File: config.mk
export PLATFORM = sky130hd
export DESIGN_NAME = alu_exec
export DESIGN_NICKNAME = d
export VERILOG_FILES = /design/src/rtl/alu_pkg.sv /design/src/rtl/alu_decode.sv /design/src/rtl/alu_imm_ext.sv /design/src/rtl/alu_shifter.sv /design/src/rtl/alu_exec.sv
export SDC_FILE = /design/constraint.sdc
export NUM_CORES = 1
export LEC_CHECK = 0
export CAP_MARGIN = 20
export CORE_MARGIN = 4
export CORE_UTILIZATION = 33
export DETAILED_ROUTE_END_ITERATION = 10
export PLACE_DENSITY = 0.62
export SLEW_MARGIN = 20
export SYNTH_ARGS = -nofsm -noshare
export SYNTH_HDL_FRONTEND = slang
export SYNTH_HIERARCHICAL = 1
export SYNTH_SLANG_ARGS = --single-unit
File: constraint.sdc
create_clock -name vclk -period 13.8
set_input_delay 4.14 -clock vclk [all_inputs]
set_output_delay 4.14 -clock vclk [all_outputs]
set_load 0.02 [all_outputs]
File: src/rtl/alu_pkg.sv
package alu_pkg;
  localparam int OPC_W = 6;
  localparam int FN_W  = 6;

  localparam logic [OPC_W-1:0] OPC_REG   = 6'h00;
  localparam logic [OPC_W-1:0] OPC_ADDI  = 6'h08;
  localparam logic [OPC_W-1:0] OPC_ADDIU = 6'h09;
  localparam logic [OPC_W-1:0] OPC_SLTI  = 6'h0A;
  localparam logic [OPC_W-1:0] OPC_SLTIU = 6'h0B;
  localparam logic [OPC_W-1:0] OPC_ANDI  = 6'h0C;
  localparam logic [OPC_W-1:0] OPC_ORI   = 6'h0D;
  localparam logic [OPC_W-1:0] OPC_LUI   = 6'h0F;

  localparam logic [FN_W-1:0] FN_SLL  = 6'h00;
  localparam logic [FN_W-1:0] FN_SRL  = 6'h02;
  localparam logic [FN_W-1:0] FN_SRA  = 6'h03;
  localparam logic [FN_W-1:0] FN_ADD  = 6'h20;
  localparam logic [FN_W-1:0] FN_ADDU = 6'h21;
  localparam logic [FN_W-1:0] FN_SUB  = 6'h22;
  localparam logic [FN_W-1:0] FN_SUBU = 6'h23;
  localparam logic [FN_W-1:0] FN_AND  = 6'h24;
  localparam logic [FN_W-1:0] FN_OR   = 6'h25;
  localparam logic [FN_W-1:0] FN_NOR  = 6'h27;
  localparam logic [FN_W-1:0] FN_SLT  = 6'h2A;
  localparam logic [FN_W-1:0] FN_SLTU = 6'h2B;

  typedef enum logic [3:0] {
    AOP_ADD, AOP_SUB, AOP_AND, AOP_OR, AOP_NOR, AOP_SLT, AOP_SLTU,
    AOP_SHL, AOP_SHR, AOP_SHRA, AOP_LUI, AOP_NONE
  } alu_op_e;

  typedef struct packed {
    alu_op_e op;
    logic    use_imm;
    logic    sign_ext;
    logic    trap;
    logic    bad;
  } alu_ctl_t;
endpackage

File: src/rtl/alu_decode.sv
module alu_decode
  import alu_pkg::*;
(
  input  logic [OPC_W-1:0] opcode,
  input  logic [FN_W-1:0]  funct,
  output alu_ctl_t         ctl
);
  always_comb begin
    ctl = '{op: AOP_NONE, use_imm: 1'b0, sign_ext: 1'b0, trap: 1'b0, bad: 1'b0};
    unique case (opcode)
      OPC_REG: begin
        unique case (funct)
          FN_SLL:  ctl.op = AOP_SHL;
          FN_SRL:  ctl.op = AOP_SHR;
          FN_SRA:  ctl.op = AOP_SHRA;
          FN_ADD:  begin ctl.op = AOP_ADD; ctl.trap = 1'b1; end
          FN_ADDU: ctl.op = AOP_ADD;
          FN_SUB:  begin ctl.op = AOP_SUB; ctl.trap = 1'b1; end
          FN_SUBU: ctl.op = AOP_SUB;
          FN_AND:  ctl.op = AOP_AND;
          FN_OR:   ctl.op = AOP_OR;
          FN_NOR:  ctl.op = AOP_NOR;
          FN_SLT:  ctl.op = AOP_SLT;
          FN_SLTU: ctl.op = AOP_SLTU;
          default: ctl.bad = 1'b1;
        endcase
      end
      OPC_ADDI:  begin ctl.op = AOP_ADD;  ctl.use_imm = 1'b1; ctl.sign_ext = 1'b1; ctl.trap = 1'b1; end
      OPC_ADDIU: begin ctl.op = AOP_ADD;  ctl.use_imm = 1'b1; ctl.sign_ext = 1'b1; end
      OPC_SLTI:  begin ctl.op = AOP_SLT;  ctl.use_imm = 1'b1; ctl.sign_ext = 1'b1; end
      OPC_SLTIU: begin ctl.op = AOP_SLTU; ctl.use_imm = 1'b1; ctl.sign_ext = 1'b1; end
      OPC_ANDI:  begin ctl.op = AOP_AND;  ctl.use_imm = 1'b1; end
      OPC_ORI:   begin ctl.op = AOP_OR;   ctl.use_imm = 1'b1; end
      OPC_LUI:   ctl.op = AOP_LUI;
      default:   ctl.bad = 1'b1;
    endcase
  end
endmodule

File: src/rtl/alu_imm_ext.sv
module alu_imm_ext #(
  parameter int XLEN  = 32,
  parameter int IMM_W = 16
) (
  input  logic [IMM_W-1:0] imm,
  input  logic             sign_ext,
  output logic [XLEN-1:0]  ext
);
  localparam int PAD_W = XLEN - IMM_W;
  logic fill;
  assign fill = sign_ext & imm[IMM_W-1];
  assign ext  = {{PAD_W{fill}}, imm};
endmodule

File: src/rtl/alu_shifter.sv
module alu_shifter #(
  parameter int XLEN = 32,
  parameter int SH_W = $clog2(XLEN)
) (
  input  logic [XLEN-1:0] din,
  input  logic [SH_W-1:0] amt,
  input  logic            right,
  input  logic            arith,
  output logic [XLEN-1:0] dout
);
  always_comb begin
    if (!right)     dout = din << amt;
    else if (arith) dout = $unsigned($signed(din) >>> amt);
    else            dout = din >> amt;
  end
endmodule

File: src/rtl/alu_exec.sv
module alu_exec
  import alu_pkg::*;
#(
  parameter int XLEN  = 32,
  parameter int IMM_W = 16,
  localparam int SH_W = $clog2(XLEN)
) (
  input  logic [XLEN-1:0]  src_val,
  input  logic [XLEN-1:0]  tgt_val,
  input  logic [IMM_W-1:0] imm,
  input  logic [SH_W-1:0]  shamt,
  input  logic [OPC_W-1:0] opcode,
  input  logic [FN_W-1:0]  funct,
  output logic [XLEN-1:0]  result,
  output logic             ovf,
  output logic             illegal
);
  localparam int LO_W = XLEN - IMM_W;

  alu_ctl_t        ctl;
  logic [XLEN-1:0] imm_x, opnd_b, b_eff, sum, shout;
  logic            is_sub, sum_ovf, lt_s, lt_u;

  alu_decode u_dec (.opcode(opcode), .funct(funct), .ctl(ctl));

  alu_imm_ext #(.XLEN(XLEN), .IMM_W(IMM_W)) u_ext (
    .imm(imm), .sign_ext(ctl.sign_ext), .ext(imm_x)
  );

  alu_shifter #(.XLEN(XLEN), .SH_W(SH_W)) u_shf (
    .din(tgt_val), .amt(shamt),
    .right(ctl.op != AOP_SHL), .arith(ctl.op == AOP_SHRA),
    .dout(shout)
  );

  assign opnd_b  = ctl.use_imm ? imm_x : tgt_val;
  assign is_sub  = (ctl.op == AOP_SUB);
  assign b_eff   = is_sub ? ~opnd_b : opnd_b;
  assign sum     = src_val + b_eff + {{(XLEN-1){1'b0}}, is_sub};
  assign sum_ovf = (src_val[XLEN-1] == b_eff[XLEN-1]) && (sum[XLEN-1] != src_val[XLEN-1]);
  assign lt_s    = $signed(src_val) < $signed(opnd_b);
  assign lt_u    = src_val < opnd_b;

  always_comb begin
    unique case (ctl.op)
      AOP_ADD, AOP_SUB:          result = sum;
      AOP_AND:                   result = src_val & opnd_b;
      AOP_OR:                    result = src_val | opnd_b;
      AOP_NOR:                   result = ~(src_val | opnd_b);
      AOP_SLT:                   result = {{(XLEN-1){1'b0}}, lt_s};
      AOP_SLTU:                  result = {{(XLEN-1){1'b0}}, lt_u};
      AOP_SHL, AOP_SHR, AOP_SHRA: result = shout;
      AOP_LUI:                   result = {imm, {LO_W{1'b0}}};
      default:                   result = '0;
    endcase
  end

  assign ovf     = ctl.trap & sum_ovf;
  assign illegal = ctl.bad;
endmodule

=== After elaboration in Yosys (flattened, before gate mapping) ===
Index checks and enable logic that the tools add are counted.

* Register bits after elaboration: 0
* Bits of input ports: 97

* Add/sub/neg operators: 2
* Order comparisons: 2
* Equality and inequality tests: 31
* Shifts and indexed selects: 3
* Muxes and demuxes: 13
* Bitwise logic cells: 6
* Reduce and logical (&&, ||, !) cells: 14

{| class="wikitable"
|+ Operator list
! cell !! count
|-
| $pmux 32 s8 || 1
|-
| $mux 32 || 4
|-
| $lt 32x32->1 || 2
|-
| $not 32->32 || 2
|-
| $eq 6x6->1 const B || 9
|-
| $eq 6x4->1 const B || 7
|-
| $pmux 4 s10 || 1
|-
| $add 32x1->32 || 1
|-
| $add 32x32->32 || 1
|-
| $and 32x32->32 || 1
|-
| $or 32x32->32 || 1
|-
| $shl 32x5->32 || 1
|-
| $shr 32x5->32 || 1
|-
| $sshr 32x5->32 || 1
|-
| $pmux 4 s7 || 1
|-
| $eq 4x3->1 const B || 4
|-
| $eq 4x4->1 const B || 3
|-
| $eq 6x2->1 const B || 2
|-
| $logic_not 6->1 || 2
|-
| $reduce_or 12->1 || 1
|-
| $reduce_or 2->1 || 5
|-
| $eq 4x2->1 const B || 2
|-
| $reduce_or 7->1 || 1
|-
| $reduce_or 6->1 || 1
|-
| 11 further kinds || 16
|}

=== Logic depth before layout (Yosys ltp) ===
* Depth after elaboration: 12
* Depth in mapped cells: 20
* Depth with buffers taken out: 17

=== By module ===
The synthesis kept the hierarchy.

{| class="wikitable"
|+ Modules (own cells, without submodules)
! module !! times used !! cells each !! area each (sq um)
|-
| alu_exec || 1 || 679 || 4962.3
|-
| alu_shifter || 1 || 513 || 4080.2
|-
| alu_decode || 1 || 55 || 400.4
|-
| alu_imm_ext || 1 || 33 || 246.5
|}

=== Least setup slack after synthesis ===
Ideal clock, no wire load.

* Path type: input -> output
* Start: input funct[5]
* End: output result[31]
* Arrival time: 8818 ps
* Path slack: 842 ps
* Cell stages on the path: 18
* Buffers on the path: 3
* Path through: buf_6 -> a211o_2 -> a211oi_2 -> o311ai_4 -> or3_1 -> nor4b_4 -> clkbuf_1 -> xnor2_1 -> ha_1 -> clkbuf_1 -> nand4_1 -> or4_1 -> a211o_1 -> and3_1 -> o21bai_2 -> a221oi_1 -> xnor2_1 -> o211ai_1

{| class="wikitable"
|+ RTL lines
! item !! line !! source
|-
| start: declaration || alu_exec.sv:13 || <nowiki>input logic [FN_W-1:0] funct,</nowiki>
|-
| end: declaration || alu_exec.sv:14 || <nowiki>output logic [XLEN-1:0] result,</nowiki>
|}

==> run_results.csv <==
group,metric,value,unit
outcome,status,"finished clean",
route,wl_per_cell,24.5,µm
floorplanning,die_h,179,µm
sta,fin_ws,299,ps
sta,slew_viol_final,0,
worst_setup_path,cp-end-kind,"output pin",
sta,setup-tns-final,0,ps
sta,period_minus_slack,13500,ps
layout,seq_cells,0,
clocking,cts_setup_buffers,0,
route,via_per_inst,6.18,
worst_setup_path,cp_max_fo,10,
layout,clockBufferCount,0,
yosys,syn_avg_cell_area,7.57,µm²
job,drv_cap,0,
yosys,syn_area,9690,µm²
global_routing,overflow,0,
worst_setup_path,cp_top_family,"simple AND/OR/NAND/NOR gates",
worst_setup_path,cp.depth,18,
yosys,yosysTopAreaCellShare,16.5,%
yosys,synth_top_cell_by_area,"ha_1",
power_and_ir_drop,powerDensity,40.6,nW/µm²
layout,final_core_util,38.9,%
global_routing,grt_pass1_vias,9972,
worst_setup_path,cp_data_required_time,9660,ps
placement,dpl.hpwl,33.1,mm
floorplanning,fp-row-count,62,
sta,rsz0062_at_grt,"false",
power_and_ir_drop,ir_drop,0.0000183,V
route,drt_wl_total,42.0,mm
layout,final_common_cell,"ha_1",
layout,seq_area,0,µm²
worst_setup_path,cp.buffers_inverters,4,
global_routing,grt_max_degree,64,
yosys,ys_seq_area_share,0,%
worst_setup_path,endpoint,"result[17]",
sta,period_share,97.8,%
placement,routabilityCongestion,1.00,
worst_setup_path,critical-path-max-stage-delay,610,ps
worst_setup_path,path_cells,"clkdlybuf4s50_1 > or4b_1 > nand3_2 > o311ai_4 > or3_1 > nor4b_4 > buf_12 > xnor2_1 > ha_1 > inv_1 > or4_1 > a211o_1 > a31oi_1 > nor2b_1 > o21ba_1 > mux2_1 > nand3_1 > clkdlybuf4s50_1",
placement,portBuffers,131,
power_and_ir_drop,leakage,4.63,nW
sta,setup_viol,0,
yosys,syn_inst,1280,
yosys,synth.area.top_cells,"ha_1 17%, mux4_2 13%, mux2i_1 7.9%, a21oi_1 4.8%, nor2_1 4.6%",
global_routing,grt_pass1_wl,61.7,mm
layout,syn2layout_area_growth,15.8,%
yosys,synth.net_count,1506,
sta,maxClockFrequency,0.0741,GHz
layout,nets,1557,
floorplanning,dieArea,32200,µm²
floorplanning,top_level_ports,131,
worst_setup_path,crit_type,"in -> out",
layout,final_cell_mix,"128 x ha_1, 118 x nor2_1, 117 x clkdlybuf4s50_1, 97 x nand2_1, 89 x a21oi_1",
layout,antenna_cells,0,
placement,dp_slack,22.6,ps
yosys,synth_cell_types,89,
sta,slew_headroom,33.8,%
sta,worstMarginPinSlew,986,ps
layout,drive_gt1_share,11.1,%
floorplanning,die_x,179,µm
worst_setup_path,cp-startpoint,"funct[5]",
yosys,yosys_warnings,6,
worst_setup_path,crit_slowest_cell,"clkdlybuf4s50_1",
route,drc,0,
worst_setup_path,cp.arrival,9360,ps
global_routing,antenna_found_initial,3,
sta,hold_viol_final,0,
floorplanning,core,28900,µm²
layout,fillers,3021,
global_routing,grt.total_usage,24.8,%
worst_setup_path,crit_path_start_kind,"input pin",
floorplanning,start_util,33.6,%
route,antenna_left,0,
route,dr.pass1.iters,6,
worst_setup_path,crit_top_cell,"clkdlybuf4s50_1",
route,drt-initial-drc-count,1176,
min_path,hold_path.class,"in -> out",
route,vias,10600,
## report_power, final
part	leakage (nW)	internal, mW	total (mW)	switching, mW
Sequential	0	0	0	0
Combinational	4.63	0.189	0.455	0.267
Clock	0	0	0	0
## layout make-up
cell class | instances | area [µm²] | area share [%]
Multi-Input combinational cell | 1063 | 8740 | 77.9
Timing Repair Buffer | 173 | 1650 | 14.7
Tap cell | 384 | 480 | 4.28
Inverter | 93 | 349 | 3.11
## how the worst min path moves through the flow
stage                    from    endpoint  slack [ps]  cells after the start
floorplan           opcode[4]     illegal        8400                      2
global placement    opcode[4]     illegal        9540                      4
detailed placement  opcode[4]     illegal        9530                      4
CTS                 opcode[4]     illegal        9530                      4
global route          imm[11]  result[27]        9310                      4
finish                imm[14]  result[30]        9290                      4
## Yosys cell counts (18+ instances only)
master / n
mux4_2: 58
a221oi_1: 18
ha_1: 128
nand3_1: 21
a21oi_1: 92
o211ai_1: 32
buf_2: 21
mux2i_1: 76
o21ai_0: 48
clkbuf_1: 54
inv_1: 87
nand2_1: 97
o21ai_1: 32
buf_4: 34
nor2_1: 118
xnor2_1: 48
nor3_1: 27
## stage by stage
stage | std cells | power, mW | area, µm² | hold slack, ps
finish | 1713 | 0.455 | 11200 | 9290
global route | 1713 | 0.486 | 11200 | 9310
CTS | 1713 | 0.443 | 11100 | 9530
detailed placement | 1713 | 0.440 | 11100 | 9530
global placement | 1713 | 0.440 | 11100 | 9540
floorplan | 1280 | 0.286 | 9690 | 8400
## cell families (layout without fill, tap and decap cells)
group           after synthesis  in the layout  synth area share (%)
xor+xnor                     59             59                  5.33
fa+ha+maj                   130            130                  16.8
mux                         155            155                  24.3
buf+inv                     217            266                  10.6
compound gates              374            374                  26.2
simple gates                345            345                  16.7
## routing by layer
metal  global-route usage [%]  wire length, µm
met1                     33.6            17600
met2                     41.7            19600
met3                     3.40             3480
met4                     6.41             1260
met5                        0               25
## timing repair
item	in CTS	in global routing
hold buffers	0	0
pin swaps	0	0
endpoints found under the setup margin	1	11
gates resized for setup	1	19
Note: power is estimated with default switching activity, not from simulation.
